### config.mk
export PLATFORM = sky130hd
export DESIGN_NAME = hexline_tx
export DESIGN_NICKNAME = d
export VERILOG_FILES = /design/src/rtl/hexline_pkg.sv /design/src/rtl/hexline_capture.sv /design/src/rtl/hexline_seq.sv /design/src/rtl/hexline_enc.sv /design/src/rtl/hexline_tx.sv
export SDC_FILE = /design/constraint.sdc
export NUM_CORES = 1
export LEC_CHECK = 0
export BUFFER_PORTS_ARGS = -buffer_cell sky130_fd_sc_hd__buf_2
export CORE_UTILIZATION = 30
export CTS_CLUSTER_DIAMETER = 200
export DETAILED_ROUTE_END_ITERATION = 8
export PLACE_DENSITY_LB_ADDON = 0.25
export SLEW_MARGIN = 20
export SYNTH_ARGS = -nofsm -noshare
export SYNTH_HDL_FRONTEND = slang
export SYNTH_SLANG_ARGS = --single-unit
### constraint.sdc
create_clock -name clk -period 3.2 [get_ports clk]
set_clock_uncertainty 0.2 [all_clocks]
set_input_delay 0.32 -clock clk [delete_from_list [all_inputs] [get_ports clk]]
set_output_delay 0.32 -clock clk [all_outputs]
set_load 0.01 [all_outputs]
### src/rtl/hexline_pkg.sv
package hexline_pkg;

  localparam logic [7:0] ASCII_CR = 8'h0D;
  localparam logic [7:0] ASCII_LF = 8'h0A;

  typedef enum logic [1:0] {
    PH_IDLE = 2'd0,
    PH_HEX  = 2'd1,
    PH_CR   = 2'd2,
    PH_LF   = 2'd3
  } phase_e;

  // Nibble to lowercase ASCII hex digit.
  function automatic logic [7:0] nib_to_ascii(input logic [3:0] n);
    if (n < 4'd10) return 8'h30 + {4'h0, n};
    else           return 8'h57 + {4'h0, n};
  endfunction

  // True for any byte the streamer may legally offer.
  function automatic logic is_line_char(input logic [7:0] c);
    return ((c >= 8'h30) && (c <= 8'h39)) ||
           ((c >= 8'h61) && (c <= 8'h66)) ||
           (c == ASCII_CR) || (c == ASCII_LF);
  endfunction

endpackage

### src/rtl/hexline_capture.sv
module hexline_capture #(
  parameter int DATA_W = 128
) (
  input  logic              clk,
  input  logic              rst_n,
  input  logic              take_i,
  input  logic [DATA_W-1:0] data_i,
  output logic [DATA_W-1:0] word_o
);

  always_ff @(posedge clk or negedge rst_n) begin
    if (!rst_n)      word_o <= '0;
    else if (take_i) word_o <= data_i;
  end

endmodule

### src/rtl/hexline_seq.sv
module hexline_seq
  import hexline_pkg::*;
#(
  parameter int NIBBLES = 32,
  localparam int IDX_W  = (NIBBLES > 1) ? $clog2(NIBBLES) : 1
) (
  input  logic             clk,
  input  logic             rst_n,
  input  logic             take_i,
  input  logic             accept_i,
  output phase_e           phase_o,
  output logic [IDX_W-1:0] idx_o,
  output logic             busy_o,
  output logic             done_o
);

  localparam logic [IDX_W-1:0] LAST_IDX = IDX_W'(NIBBLES - 1);

  phase_e           phase_q, phase_d;
  logic [IDX_W-1:0] idx_q, idx_d;
  logic             done_d;

  always_comb begin
    phase_d = phase_q;
    idx_d   = idx_q;
    done_d  = 1'b0;
    unique case (phase_q)
      PH_IDLE: begin
        if (take_i) begin
          phase_d = PH_HEX;
          idx_d   = '0;
        end
      end
      PH_HEX: begin
        if (accept_i) begin
          if (idx_q == LAST_IDX) phase_d = PH_CR;
          else                   idx_d   = idx_q + 1'b1;
        end
      end
      PH_CR: begin
        if (accept_i) phase_d = PH_LF;
      end
      PH_LF: begin
        if (accept_i) begin
          phase_d = PH_IDLE;
          done_d  = 1'b1;
        end
      end
      default: phase_d = PH_IDLE;
    endcase
  end

  always_ff @(posedge clk or negedge rst_n) begin
    if (!rst_n) begin
      phase_q <= PH_IDLE;
      idx_q   <= '0;
      done_o  <= 1'b0;
    end else begin
      phase_q <= phase_d;
      idx_q   <= idx_d;
      done_o  <= done_d;
    end
  end

  assign phase_o = phase_q;
  assign idx_o   = idx_q;
  assign busy_o  = (phase_q != PH_IDLE);

endmodule

### src/rtl/hexline_enc.sv
module hexline_enc
  import hexline_pkg::*;
#(
  parameter int DATA_W  = 128,
  localparam int NIBBLES = DATA_W / 4,
  localparam int IDX_W   = (NIBBLES > 1) ? $clog2(NIBBLES) : 1
) (
  input  logic [DATA_W-1:0] word_i,
  input  phase_e            phase_i,
  input  logic [IDX_W-1:0]  idx_i,
  output logic [7:0]        char_o
);

  // Nibble g counts from the most significant end of the word.
  logic [3:0] nib [NIBBLES];

  for (genvar g = 0; g < NIBBLES; g++) begin : g_nib
    assign nib[g] = word_i[DATA_W-1-4*g -: 4];
  end

  always_comb begin
    unique case (phase_i)
      PH_HEX:  char_o = nib_to_ascii(nib[idx_i]);
      PH_CR:   char_o = ASCII_CR;
      PH_LF:   char_o = ASCII_LF;
      default: char_o = 8'h00;
    endcase
  end

endmodule

### src/rtl/hexline_tx.sv
module hexline_tx
  import hexline_pkg::*;
#(
  parameter int DATA_W = 128,
  localparam int NIBBLES = DATA_W / 4,
  localparam int IDX_W   = (NIBBLES > 1) ? $clog2(NIBBLES) : 1
) (
  input  logic              clk,
  input  logic              rst_n,
  input  logic              load_i,
  input  logic [DATA_W-1:0] data_i,
  output logic              busy_o,
  output logic              tx_valid_o,
  output logic [7:0]        tx_data_o,
  input  logic              tx_ready_i,
  output logic              done_o
);

  // Named internal events, also observed by the bound checker.
  logic              take_w;
  logic              accept_w;
  logic              busy_w;
  phase_e            phase_w;
  logic [IDX_W-1:0]  idx_w;
  logic [DATA_W-1:0] word_w;
  logic [7:0]        char_w;

  assign take_w   = load_i & ~busy_w;
  assign accept_w = busy_w & tx_ready_i;

  hexline_capture #(.DATA_W(DATA_W)) u_cap (
    .clk    (clk),
    .rst_n  (rst_n),
    .take_i (take_w),
    .data_i (data_i),
    .word_o (word_w)
  );

  hexline_seq #(.NIBBLES(NIBBLES)) u_seq (
    .clk      (clk),
    .rst_n    (rst_n),
    .take_i   (take_w),
    .accept_i (accept_w),
    .phase_o  (phase_w),
    .idx_o    (idx_w),
    .busy_o   (busy_w),
    .done_o   (done_o)
  );

  hexline_enc #(.DATA_W(DATA_W)) u_enc (
    .word_i  (word_w),
    .phase_i (phase_w),
    .idx_i   (idx_w),
    .char_o  (char_w)
  );

  assign busy_o     = busy_w;
  assign tx_valid_o = busy_w;
  assign tx_data_o  = char_w;

endmodule

==> Word-level counts from Yosys, hierarchy flattened <==
Index checks and enable logic that the tools add are counted.
{ "word_totals": {"out_inout_bits": 11, "latch_bits": 0, "word_cells": 45, "memories": 0, "mem_bits_ro": 0, "ram_bits": 0, "in_bits": 132, "register_bits": 136} }
{ "op_classes": {"n_mux": 17, "addsub": 3, "n_div": 0, "shift": 0, "multipliers": 0, "n_lt_le_gt_ge": 2, "n_bitwise": 4, "n_reduce_logical": 5, "n_eq_ne": 10} }
{ "ops": {"columns": ["cell", "n"], "rows": [
  ["$pmux 8 s3", 1],
  ["$bmux 4 s5", 1],
  ["$mux 5", 3],
  ["$ne 2x2->1 const B", 6],
  ["$mux 2", 5],
  ["$pmux 5 s2", 1],
  ["$add 7x4->8 const A", 1],
  ["$mux 4", 2],
  ["$mux 8", 1],
  ["$pmux 2 s4", 1],
  ["$add 6x4->7 const A", 1],
  ["$ge 6x6->1 const B", 1],
  ["$not 5->6", 1],
  ["$add 5x1->5 const B", 1],
  ["$eq 5x5->1 const B", 1],
  ["$reduce_and 5->1", 1],
  ["$eq 2x2->1 const B", 2],
  ["$lt 4x4->1 const B", 1],
  ["$reduce_and 4->1", 1],
  ["$reduce_bool 2->1", 2],
  ["$and 1x1->1", 2],
  ["$eq 2x1->1 const B", 1],
  ["$logic_not 2->1", 1],
  ["$mux 1", 2],
  ["$not 1->1", 1]
]} }

==> Logic depth before layout (Yosys ltp) <==
{ "logic_depth": {"depth_word": 7, "mapped_depth": 10} }

==> Hierarchy <==
From an unflattened synthesis, not the netlist that was laid out.
{ "unflattened": {"hier_cells": 402, "area_unflattened_um2": 6660.1} }
{ "modules_own_cells": {"columns": ["module", "area_each_um2", "n_inst", "cells_each", "seq_area_each_um2"], "rows": [
  ["hexline_capture", 4822.1, 1, 270, 3203.1],
  ["hexline_enc", 1266.2, 1, 77, 0.0],
  ["hexline_seq", 548.0, 1, 52, 200.2],
  ["hexline_tx", 23.8, 1, 3, 0.0]
]} }

==> Worst setup path after synthesis <==
No wires, ideal clock.
{ "synth_path": {"path_kind": "reg-to-output", "from": "register u_seq.idx_q[1] (netlist: u_seq.idx_o[1])", "to": "output tx_data_o[2]", "arrival_ns": 2.306, "setup_slack_ns": 0.374, "stages_incl_launch_ff": 8, "path_cell_list": "dfrtp_1 > buf_6 > mux4_1 > mux4_2 > mux2i_4 > ha_1 > nand2_1 > o311ai_1"} }
{ "synth_between": {"elab_chain_cells": 7} }
{ "synth_rtl": {"columns": ["element", "line", "rtl"], "rows": [
  ["from (decl)", "hexline_seq.sv:20", "logic [IDX_W-1:0] idx_q, idx_d;"],
  ["from (signal assigned)", "hexline_seq.sv:60", "idx_q <= idx_d;"],
  ["$not 5->6 (not written as such) *", "hexline_enc.sv:23", "PH_HEX: char_o = nib_to_ascii(nib[idx_i]);"],
  ["$bmux 4 s5 *", "hexline_enc.sv:23", null],
  ["$mux 4 (not written as such) * (2 in a row)", "hexline_enc.sv:23", null],
  ["$add 7x4->8, or another cell as far along", "hexline_pkg.sv:16", "else return 8'h57 + {4'h0, n};"],
  ["$mux 8 *", "hexline_pkg.sv:15", "if (n < 4'd10) return 8'h30 + {4'h0, n};"],
  ["$pmux 8 s3 *", "hexline_enc.sv:22", "unique case (phase_i)"],
  ["to (decl)", "hexline_tx.sv:14", "output logic [7:0] tx_data_o,"]
]} }
Mark *: on every way between the ends. The rest lies on a longest branch, timed or not. The select of a mux whose other input is x is not followed.

==> Worst setup path after layout <==
Same ends and word-level chain as after synthesis.

==> flow_summary.toml <==
[run_status]
status = "complete, but fails checks"
violations = "setup timing"

[synth]
synth.distinct_cells = 39
synth_area_um2 = 6444
synthCells = 432
syn_nets = 571
synth_area_per_cell_um2 = 14.92
synth_seq_cells = 136
seq_area_frac_synth = 0.5282
yosys_warnings = 0

[sta]
setup_tns_ns = -0.6763
layout_setup_ws_ns = -0.2090
rsz0062_at_grt = "true"
slew_viol_final = 0
fmax_mhz = 293.3
setup_violations = 4
hold_viol_final = 0
tightest_slew_ns = 0.7748
finalCriticalPeriod_ns = 3.409
timing.hold.ws_ns = 0.1825
post-route-period-util = 1.065
slew_headroom = 0.4835

[floorplanning]
io_pins = 143
die_w_um = 148.6
rows = 53
core_um2 = 21020
die_height_um = 148.6
start_util = 0.3065
dieArea_um2 = 22070

[global_routing]
grt_pass1_vias = 5038
grt_max_degree = 82
grt_pass1_wl_um = 26880
overflow = 0
grtUsageTotal = 0.1635
antenna_found_initial = 0

[clock_network]
cts_tree = "done"
path_clk_slew_ns = 0.06
cts_made_buffers = 17
htreeDepth = 4
cts_root_buf = "clkbuf_16"
cts.path.max_buffers = 2
cts.sinks = 136
insertion_delay_ns = 0.41

[setup_path]
startpoint = "u_seq.idx_o[1]$_DFFE_PN0P_"
critPathKind = "reg -> out"
reg2reg_to = "u_seq.idx_o[3]$_DFFE_PN0P_"
cp-start-kind = "flip-flop"
cp-end-kind = "output port"
r2r_cells = 11
crit_fanout = 4
cp_data_arrival_time_ns = 2.89
crit_required_ns = 2.68
crit_path_end = "tx_data_o[2]"
reg2reg_slack_ns = 0.61
r2r_start = "u_seq.idx_o[1]$_DFFE_PN0P_"

[route]
vias_per_cell = 4.639
wl_per_cell_um = 16.83
dr.first_iter.drc_count = 236
drt-pass1-iter-count = 5
route.detailed.drc = 0
num_vias = 4658
final_antenna_net_count = 0
postRouteWirelength_um = 16900

[finish]
fin_nets = 855
drive_gt1_frac = 0.5185
num-fill-cells = 1905
area_growth_syn_to_layout_pct = 49.18
multiInputGateArea_um2 = 2907
num_antenna_cells = 0
register_area_um2 = 3406

[power_and_ir_drop]
total_power_mw = 8.973
ir_worst_vdd_uv = 477.1
leakage_nw = 4.239
power_density_nw_per_um2 = 933.4

[placed_design]
port_buffers = 141
place_hpwl_um = 11690
dp_slack_ns = 0.07117
place_congestion = 0.7511

[worst_hold_path]
min_path_type = "in -> reg"

[job]
drv_cap = 0
cells in the final DEF, fill, tap and decap left out, types with 4 or more instances in the layout:
cell and n:
inv_1 5, nand2_1 23, buf_2 140, bufinv_16 4, mux2_2 129, dfrtp_1 134
clkbuf_16 17, ha_1 6, buf_12 4, buf_4 12, mux4_2 34, buf_6 9
o21ai_0 9, a21oi_1 9, dlygate4sd3_1 130, nand3_1 4
layout make-up:
cell class,instances,share of cell area
clock inverters,11,0.01783
clock buffers,21,0.04790
well taps,275,0.03579
repair buffers,296,0.2394
inverters,6,0.002473
multi-input cells,259,0.3024
flip-flops and latches,136,0.3543
routing by layer:
layer,GRT usage,wire length (um),vias to the layer above
li1,-,-,2167
met1,0.2027,7249,2346
met2,0.2855,8660,128
met3,0.03160,783,17
met4,0.05103,204,0
met5,0,0,-
kinds of logic after synthesis:
| kind of cell | after synthesis | synth area share |
|---|---|---|
| other cells | 1 | 0.0005820 |
| buf+inv | 37 | 0.02913 |
| simple gates | 46 | 0.03262 |
| compound gates | 35 | 0.03651 |
| mux | 170 | 0.3594 |
| flops | 136 | 0.5282 |
| fa+ha+maj | 7 | 0.01359 |
flip-flops by register name, summed over array words and instances (netlist names):
register and count:
u_seq.done_o 1, u_seq.idx_o 5, u_seq.phase_o 2, u_cap.word_o 128
how the worst min path moves through the flow:
stage                       from                      endpoint  slack (ns)  cells after the start
after CTS                 load_i  u_seq.phase_o[0]$_DFFE_PN0P_        0.15                      3
after detailed placement   rst_n  u_cap.word_o[17]$_DFFE_PN0P_        0.22                      1
after global placement     rst_n  u_cap.word_o[17]$_DFFE_PN0P_        0.21                      1
after floorplan            rst_n   u_cap.word_o[0]$_DFFE_PN0P_       -0.18                      0
final                     load_i  u_seq.phase_o[0]$_DFFE_PN0P_        0.18                      3
after global routing      load_i  u_seq.phase_o[0]$_DFFE_PN0P_        0.20                      3
worst max-delay path, stage by stage (launching register included):
cell and delay (ns):
dfrtp_2 0.40, buf_6 0.12, mux4_2 0.50, mux4_2 0.51, mux2i_4 0.22, ha_2 0.24
nand2_1 0.07, o311ai_2 0.23, buf_2 0.18
what timing repair did:
item | in CTS | in global routing
setup buffers | 6 | 0
pin swaps | 6 | 4
endpoints found under the hold margin | 209 | 0
gates resized for setup | 21 | 8
setup endpoints to repair | 6 | 6
cloned | 1 | 0
hold buffers | 130 | 0
synth_stat cells (all sizes together):
library cell	number	area share
o31ai	1	0.0012
and3	2	0.0019
clkbuf	16	0.0099
nand2	25	0.015
a22o	1	0.0014
mux4	34	0.12
nor2b	3	0.0029
o211ai	1	0.0019
ha	7	0.014
buf	15	0.016
a31oi	1	0.00097
dfrtp	136	0.53
o21ai	9	0.0070
a21oi	9	0.0070
nand2b	2	0.0019
a211oi	2	0.0023
or2	2	0.0019
mux2i	7	0.013
o311ai	1	0.0014
clkinv	1	0.00058
a21o	1	0.0012
a32oi	3	0.0041
and2	1	0.00097
a211o	2	0.0027
mux2	129	0.23
nor3	1	0.00078
a22oi	2	0.0023
a32o	2	0.0031
nand4	2	0.0019
inv	5	0.0029
nor2	3	0.0017
nand3	5	0.0039
conb	1	0.00058
metrics by stage:
step,std cells,instance area [um^2],utilization
floorplan,432,6444,-
global placement,835,7530,0.3582
detailed placement,835,7530,0.3582
CTS,1004,9598,0.4566
global route,1004,9613,0.4573
finish,1004,9613,0.4573
where the power goes:
part           internal, mW  total, mW  switching (mW)
combinational          2.23       3.82            1.59
clock                  1.35       2.09           0.744
sequential             2.60       3.06           0.467
total                  6.18       8.97            2.80
Power figures use the tool's default switching activity.
